## src/rtl/rice_chain_pkg.sv

```systemverilog
package rice_chain_pkg;

  typedef enum logic {BLD_IDLE = 1'b0, BLD_CARRY = 1'b1} bld_mode_e;

  // One stage per possible start, plus one for the stage still busy with a carried integer.
  function automatic int chain_len(input int n, input int k);
    return (n - 1 + k) / (k + 1) + 1;
  endfunction

endpackage

```

## src/rtl/rice_builder.sv

```systemverilog
module rice_builder
  import rice_chain_pkg::*;
#(
  parameter int N  = 16,
  parameter int K  = 2,
  parameter int QW = 8
) (
  input  logic            clk_i,
  input  logic            rst_ni,
  input  logic            vld_i,
  input  logic [N-1:0]    dat_i,
  input  logic [N-1:0]    del_i,
  input  logic [N-1:0]    rem_i,
  input  logic [N-1:0]    spn_i,
  input  logic [N-1:0]    avl_i,
  output logic [N-1:0]    take_o,
  output logic            res_vld_o,
  output logic            res_spn_o,
  output logic [QW+K-1:0] res_val_o,
  output logic            sat_o
);
  localparam int CW = $clog2(N + 1);
  localparam int SW = QW + CW + 1;
  localparam logic [SW-1:0] QMAX = {{(SW-QW){1'b0}}, {QW{1'b1}}};

  bld_mode_e     mode_q;
  logic [QW-1:0] q_q;
  logic [K-1:0]  r_q;

  logic          open, fin, ovr;
  logic [N-1:0]  take;
  logic [CW-1:0] cnt;
  logic [K:0]    rr;
  logic [SW-1:0] qsum;
  logic [QW-1:0] qnew;

  always_comb begin
    open = (mode_q == BLD_CARRY);
    fin  = 1'b0;
    take = '0;
    cnt  = '0;
    rr   = {1'b0, (mode_q == BLD_CARRY) ? r_q : {K{1'b0}}};
    for (int i = 0; i < N; i++) begin
      // idle stage opens on the lowest unclaimed bit that does not belong to a carried integer
      if (!open && !fin && avl_i[i] && !spn_i[i]) open = 1'b1;
      if (open && !fin) begin
        take[i] = 1'b1;
        if (dat_i[i] && !rem_i[i]) cnt = cnt + CW'(1);
        if (rem_i[i]) rr = {rr[K-1:0], dat_i[i]};
        if (del_i[i]) fin = 1'b1;
      end
    end
    qsum = SW'(cnt) + ((mode_q == BLD_CARRY) ? SW'(q_q) : '0);
    ovr  = (qsum > QMAX);
    qnew = ovr ? {QW{1'b1}} : qsum[QW-1:0];
  end

  assign take_o = vld_i ? take : '0;

  always_ff @(posedge clk_i or negedge rst_ni) begin
    if (!rst_ni) begin
      mode_q    <= BLD_IDLE;
      q_q       <= '0;
      r_q       <= '0;
      res_vld_o <= 1'b0;
      res_spn_o <= 1'b0;
      res_val_o <= '0;
      sat_o     <= 1'b0;
    end else begin
      res_vld_o <= 1'b0;
      sat_o     <= 1'b0;
      if (vld_i && |take) begin
        sat_o <= ovr;
        if (fin) begin
          res_vld_o <= 1'b1;
          res_spn_o <= (mode_q == BLD_CARRY);
          res_val_o <= {qnew, rr[K-1:0]};
          mode_q    <= BLD_IDLE;
        end else begin
          mode_q <= BLD_CARRY;
          q_q    <= qnew;
          r_q    <= rr[K-1:0];
        end
      end
    end
  end

endmodule

```

## src/rtl/rice_align_delay.sv

```systemverilog
module rice_align_delay #(
  parameter int W     = 8,
  parameter int DEPTH = 1
) (
  input  logic         clk_i,
  input  logic         rst_ni,
  input  logic [W-1:0] d_i,
  output logic [W-1:0] q_o
);
  generate
    if (DEPTH == 0) begin : g_pass
      assign q_o = d_i;
    end else begin : g_shift
      logic [W-1:0] sh_q [DEPTH];
      always_ff @(posedge clk_i or negedge rst_ni) begin
        if (!rst_ni) begin
          for (int i = 0; i < DEPTH; i++) sh_q[i] <= '0;
        end else begin
          sh_q[0] <= d_i;
          for (int i = 1; i < DEPTH; i++) sh_q[i] <= sh_q[i-1];
        end
      end
      assign q_o = sh_q[DEPTH-1];
    end
  endgenerate
endmodule

```

## src/rtl/rice_slot_order.sv

```systemverilog
module rice_slot_order #(
  parameter int NB = 6,
  parameter int VW = 10
) (
  input  logic [NB-1:0]    vld_i,
  input  logic [NB-1:0]    spn_i,
  input  logic [NB*VW-1:0] val_i,
  output logic [NB-1:0]    vld_o,
  output logic [NB-1:0]    spn_o,
  output logic [NB*VW-1:0] val_o
);
  int idx;

  always_comb begin
    vld_o = '0;
    spn_o = '0;
    val_o = '0;
    idx   = 1;
    // at most one carried integer finishes per chunk; it leads
    for (int j = 0; j < NB; j++) begin
      if (vld_i[j] && spn_i[j]) begin
        vld_o[0]     = 1'b1;
        spn_o[0]     = 1'b1;
        val_o[0+:VW] = val_i[j*VW +: VW];
      end
    end
    for (int j = 0; j < NB; j++) begin
      if (vld_i[j] && !spn_i[j] && idx < NB) begin
        vld_o[idx]          = 1'b1;
        val_o[idx*VW +: VW] = val_i[j*VW +: VW];
        idx                 = idx + 1;
      end
    end
  end
endmodule

```

## src/rtl/rice_int_builder_chain.sv

```systemverilog
module rice_int_builder_chain
  import rice_chain_pkg::*;
#(
  parameter int N  = 16,
  parameter int K  = 2,
  parameter int QW = 8
) (
  input  logic                                 clk_i,
  input  logic                                 rst_ni,
  input  logic                                 vld_i,
  input  logic [N-1:0]                         dat_i,
  input  logic [N-1:0]                         del_i,
  input  logic [N-1:0]                         rem_i,
  input  logic [N-1:0]                         spn_i,
  output logic [chain_len(N,K)-1:0]            slot_vld_o,
  output logic [chain_len(N,K)-1:0]            slot_spn_o,
  output logic [chain_len(N,K)*(QW+K)-1:0]     slot_val_o,
  output logic                                 ovf_o
);
  localparam int NB = chain_len(N, K);
  localparam int VW = QW + K;
  localparam int AW = VW + 2;

  logic         vld_s [NB];
  logic [N-1:0] dat_s [NB];
  logic [N-1:0] del_s [NB];
  logic [N-1:0] rem_s [NB];
  logic [N-1:0] spn_s [NB];
  logic [N-1:0] avl_s [NB];
  logic [N-1:0] take_s[NB];

  logic [NB-1:0]    bvld, bspn, bsat;
  logic [VW-1:0]    bval [NB];
  logic [NB-1:0]    avld, aspn;
  logic [NB*VW-1:0] aval;

  assign vld_s[0] = vld_i;
  assign dat_s[0] = dat_i;
  assign del_s[0] = del_i;
  assign rem_s[0] = rem_i;
  assign spn_s[0] = spn_i;
  assign avl_s[0] = '1;

  generate
    for (genvar j = 0; j < NB; j++) begin : g_stage
      logic [AW-1:0] a_q;

      rice_builder #(.N(N), .K(K), .QW(QW)) i_builder (
        .clk_i     (clk_i),
        .rst_ni    (rst_ni),
        .vld_i     (vld_s[j]),
        .dat_i     (dat_s[j]),
        .del_i     (del_s[j]),
        .rem_i     (rem_s[j]),
        .spn_i     (spn_s[j]),
        .avl_i     (avl_s[j]),
        .take_o    (take_s[j]),
        .res_vld_o (bvld[j]),
        .res_spn_o (bspn[j]),
        .res_val_o (bval[j]),
        .sat_o     (bsat[j])
      );

      if (j < NB - 1) begin : g_fwd
        always_ff @(posedge clk_i or negedge rst_ni) begin
          if (!rst_ni) begin
            vld_s[j+1] <= 1'b0;
            dat_s[j+1] <= '0;
            del_s[j+1] <= '0;
            rem_s[j+1] <= '0;
            spn_s[j+1] <= '0;
            avl_s[j+1] <= '0;
          end else begin
            vld_s[j+1] <= vld_s[j];
            dat_s[j+1] <= dat_s[j];
            del_s[j+1] <= del_s[j];
            rem_s[j+1] <= rem_s[j];
            spn_s[j+1] <= spn_s[j];
            avl_s[j+1] <= avl_s[j] & ~take_s[j];
          end
        end
      end

      // later stages see the chunk later; pad earlier ones to match
      rice_align_delay #(.W(AW), .DEPTH(NB - 1 - j)) i_delay (
        .clk_i  (clk_i),
        .rst_ni (rst_ni),
        .d_i    ({bvld[j], bspn[j], bval[j]}),
        .q_o    (a_q)
      );
      assign avld[j]           = a_q[AW-1];
      assign aspn[j]           = a_q[AW-2];
      assign aval[j*VW +: VW]  = a_q[VW-1:0];
    end
  endgenerate

  always_ff @(posedge clk_i or negedge rst_ni) begin
    if (!rst_ni) ovf_o <= 1'b0;
    else if (|bsat) ovf_o <= 1'b1;
  end

  rice_slot_order #(.NB(NB), .VW(VW)) i_order (
    .vld_i (avld),
    .spn_i (aspn),
    .val_i (aval),
    .vld_o (slot_vld_o),
    .spn_o (slot_spn_o),
    .val_o (slot_val_o)
  );

endmodule

```

## config.mk

```make
export PLATFORM = sky130hd
export DESIGN_NAME = rice_int_builder_chain
export DESIGN_NICKNAME = d
export VERILOG_FILES = /design/src/rtl/rice_chain_pkg.sv /design/src/rtl/rice_builder.sv /design/src/rtl/rice_align_delay.sv /design/src/rtl/rice_slot_order.sv /design/src/rtl/rice_int_builder_chain.sv
export SDC_FILE = /design/constraint.sdc
export NUM_CORES = 2
export LEC_CHECK = 0
export BUFFER_PORTS_ARGS = -buffer_cell sky130_fd_sc_hd__buf_2
export CAP_MARGIN = 20
export CORE_MARGIN = 2
export CORE_UTILIZATION = 70
export CTS_BUF_LIST = sky130_fd_sc_hd__clkbuf_4
export DETAILED_ROUTE_END_ITERATION = 6
export PLACE_DENSITY = 0.85
export RECOVER_POWER = 50
export SYNTH_ARGS = -nofsm -noshare
export SYNTH_HDL_FRONTEND = slang
export SYNTH_SLANG_ARGS = --single-unit
```

## constraint.sdc

```tcl
create_clock -name clk_i -period 27.2 [get_ports clk_i]
set_input_delay 2.72 -clock clk_i [delete_from_list [all_inputs] [get_ports clk_i]]
set_output_delay 2.72 -clock clk_i [all_outputs]
set_load 0.03 [all_outputs]
```

==> results.py <==
metrics = {
    "cts": {
        "root_buffer": "clkbuf_4",
        "cts-resized-gates": 0,
        "cts_setup_buffers": 0,
        "clk-insertion-delay-late_ns": 1.06,
        "cts_sinks": 730,
        "clk_path_buf_depth": 3,
        "numCtsBuffers": 180,
        "clk_pin_slew_ns": 0.08,
        "hold_buffers": 0,
        "cts_tree": "yes",
        "h-tree-depth": 4,
    },
    "sta": {
        "clock_skew_ns": 0.0825,
        "max_freq_mhz": 73.3,
        "finalCritPeriodShare_pct": 50.1,
        "finalMaxSlewViolations": 353,
        "tightest_slew_ns": 5.54,
        "setup_viol": 0,
        "final.setup.tns_ns": 0,
        "final_hold_viol_count": 0,
        "rsz0062_at_grt": "false",
        "period_minus_slack_ns": 13.64,
        "slew_headroom_pct": -269,
    },
    "worst_setup_path": {
        "r2r_slack_ns": 13.56,
        "r2r_start": "g_stage[1].i_builder.mode_q",
        "required_ns": 28.13,
        "timing.rr.end": "g_stage[1].i_builder.q_q[0]",
        "crit_arrival_ns": 14.57,
        "path_buf_inv": 4,
        "cpMostUsedCell": "ha_1",
        "path_class": "reg2reg",
        "end_kind": "register",
        "max_stage_delay_ns": 1.32,
        "r2r_cells": 50,
        "crit_family": "adder cells",
        "start_kind": "register",
        "critPathMaxFanout": 21,
        "cpMaxStageDelayCell": "o21ai_0",
    },
    "floorplan": {
        "dieArea_mm2": 0.0669,
        "die_h_um": 259,
        "rows": 93,
        "start_util_pct": 70.6,
        "die_width_um": 259,
        "pin_count": 140,
        "core_region_area_mm2": 0.0643,
    },
    "synthesis": {
        "synth-seq-area-share_pct": 40.2,
        "synth.top_cells.by_area": "dfrtp_1 40%, nand2_1 5.1%, ha_1 4.0%",
        "synth_cell_type_count": 109,
        "yosysTopAreaCell": "dfrtp_1",
        "synth_ff_type": "dfrtp_1",
        "netlist_instances": 4998,
        "ys_warn_count": 0,
        "synth.cell_area_mm2": 0.0454,
        "synth_top_area_share_pct": 40.2,
        "synth-seq-cells": 730,
        "avgSynthCellArea_um2": 9.09,
        "ys_async_sr_fraction_pct": 100,
        "synth_edf_count": 0,
    },
    "drt": {
        "wl_per_cell_um": 21.3,
        "dr.pass1.iters": 7,
        "route.detailed.drc": 8,
        "num_vias": 41000,
        "drtAntennaViolNets": 0,
        "drt_iter0_drc": 5361,
        "viasPerCell": 6.59,
        "wl_mm": 133,
    },
    "global_routing": {
        "grt_overflow": 0,
        "met3_usage_pct": 7.51,
        "grtUsageMet1_pct": 53.0,
        "grt_max_degree": 110,
        "met2_usage_pct": 62.0,
        "antenna_found_initial": 5,
        "grt.busiest_layer": "met2",
        "grt_pass1_wl_mm": 209,
        "grt_pass1_vias": 39400,
        "grt_usage_pct": 39.4,
    },
    "placement": {
        "postPlaceCellArea_mm2": 0.0469,
        "gp_congestion": 1.07,
        "port_buffers": 134,
        "place_hpwl_mm": 99.1,
    },
    "job": {
        "drv_cap": 6,
    },
    "pwr": {
        "intPower_uw": 1910,
        "swShare_pct": 36.8,
        "p_switching_uw": 1110,
        "peakVddDrop_mv": 0.0704,
        "p_seq_share_pct": 40.8,
        "powerDensity_mw_per_mm2": 61.5,
        "p_leak_uw": 0.0216,
        "clock_power_share_pct": 30.5,
        "p_comb_share_pct": 28.7,
    },
    "min_path": {
        "holdPathStages": 0,
        "hold_end": "g_stage[1].i_delay.g_shift.sh_q[47]",
        "hold_path_class": "reg2reg",
        "hp-start": "g_stage[1].i_builder.res_vld_o",
    },
    "status": {
        "failed_checks": "DRC, capacitance limit, slew limit",
        "outcome": "complete, but fails checks",
    },
    "finish": {
        "drive_gt1_share_pct": 10.4,
        "postLayoutCellArea_mm2": 0.0492,
        "finalCoreUtilization_pct": 76.4,
        "layout-area-overhead-vs-synth_pct": 8.28,
        "fin_nets": 5442,
        "nFillCells": 4439,
    },
}
## flip-flops by register name (all words and copies together), names as in the netlist
register,count
g_stage.i_builder.r_q,12
g_stage.i_builder.res_vld_o,6
g_stage.i_builder.res_spn_o,6
g_stage.i_builder.q_q,48
dat_s,80
g_stage.i_builder.mode_q,6
ovf_o,1
avl_s,80
spn_s,80
vld_s,5
g_stage.i_builder.res_val_o,60
del_s,80
rem_s,80
g_stage.i_delay.q_o,60
g_stage.i_delay.g_shift.sh_q,120
g_stage.i_builder.sat_o,6
## power by group through the flow
stage                     registers [uW]  logic [uW]  clock network, uW
after floorplan                     1210         610                  0
after global placement              1240         819                  0
after detailed placement            1250         836                  0
after CTS                           1230         843                934
after global routing                1240         945               1000
final                               1230         868                922
## synthesized netlist by cell type, types with 34 or more instances
cell        n
and3_1     45
a211oi_1   34
nand3_1   164
a21boi_0   58
o22ai_1    51
a21oi_1   250
nor2_1    417
mux2i_1   120
nor3_1    126
nand2_1   620
xor2_1     87
ha_1      144
mux2_2     97
o21ai_0   268
nor2b_1   122
inv_1     190
nand4_1    70
and2_1     74
dfrtp_1   730
o211ai_1   67
xnor2_1   186
o31ai_1    67
a31oi_1   113
nand2b_1  107
clkbuf_1  113
## logic make-up after synthesis
kind of cell,share of synthesized area [%]
AO/OA/AOI/OAI,18.1
buffers and inverters,2.86
flip-flops,40.2
AND/OR/NAND/NOR,22.0
XOR/XNOR,7.37
multiplexers,5.05
adder cells (fa/ha/maj),4.39
other,0.0165
## worst max path at each step
stage / depth (start not counted) / from / endpoint
floorplan: 50 / spn_i[0] / g_stage[0].i_builder.q_q[7]
global placement: 51 / spn_i[0] / g_stage[0].i_builder.res_val_o[9]
global route: 49 / g_stage[1].i_builder.mode_q / g_stage[1].i_builder.q_q[0]
detailed placement: 51 / spn_i[0] / g_stage[0].i_builder.q_q[7]
CTS: 51 / g_stage[1].i_builder.mode_q / g_stage[1].i_builder.q_q[0]
finish: 50 / g_stage[1].i_builder.mode_q / g_stage[1].i_builder.q_q[0]
## area by class of cell
cell class	instances	area, um^2	share of cell area, %
Multi-Input combinational cell	3941	25900	52.6
Sequential cell	730	18300	37.1
Clock buffer	245	1840	3.74
Tap cell	855	1070	2.18
Timing Repair Buffer	175	903	1.84
Inverter	194	728	1.48
Clock inverter	71	490	0.997
Antenna cell	4	10.0	0.0204
## worst register-to-register path: cells and delay by family (launching register included)
| family | cells | cell delay, ns |
|---|---|---|
| compound gates | 13 | 3.69 |
| fa+ha+maj | 15 | 4.55 |
| buf+inv | 4 | 0.33 |
| flops | 1 | 0.79 |
| mux | 7 | 2.09 |
| simple gates | 11 | 2.09 |
## per-layer routing
layer  vias to the layer above  wire length (um)
li1                      18700                 -
met1                     19500             53800
met2                      2341             59300
met3                       481             12200
met4                         4              7220
met5                         -                22
## through the flow
stage	hold slack [ns]	total power, uW	instances	setup WS, ns
after floorplan	0.331	1820	5003	14.23
after CTS	0.334	3010	6206	13.85
after global placement	0.332	2060	5889	13.38
final	0.336	3020	6215	13.56
after detailed placement	0.335	2080	5890	13.11
after global routing	0.338	3180	6214	12.68
## layout by cell type (no fill, tap or decap), types with 70 or more instances in the layout
cell type | synthesis | routed
ha_1 | 144 | 144
mux2i_1 | 120 | 120
nor3_1 | 126 | 126
dfrtp_1 | 730 | 730
and2_1 | 74 | 74
xor2_1 | 87 | 86
nor2b_1 | 122 | 122
nor2_1 | 417 | 417
clkbuf_1 | 113 | 74
a21oi_1 | 250 | 250
a31oi_1 | 113 | 113
clkbuf_4 | 0 | 245
nand2_1 | 620 | 620
xnor2_1 | 186 | 184
nand4_1 | 70 | 70
mux2_2 | 97 | 97
nand2b_1 | 107 | 107
nand3_1 | 164 | 164
inv_1 | 190 | 190
o21ai_0 | 268 | 270
No activity file was read; power rests on OpenSTA's default activity.
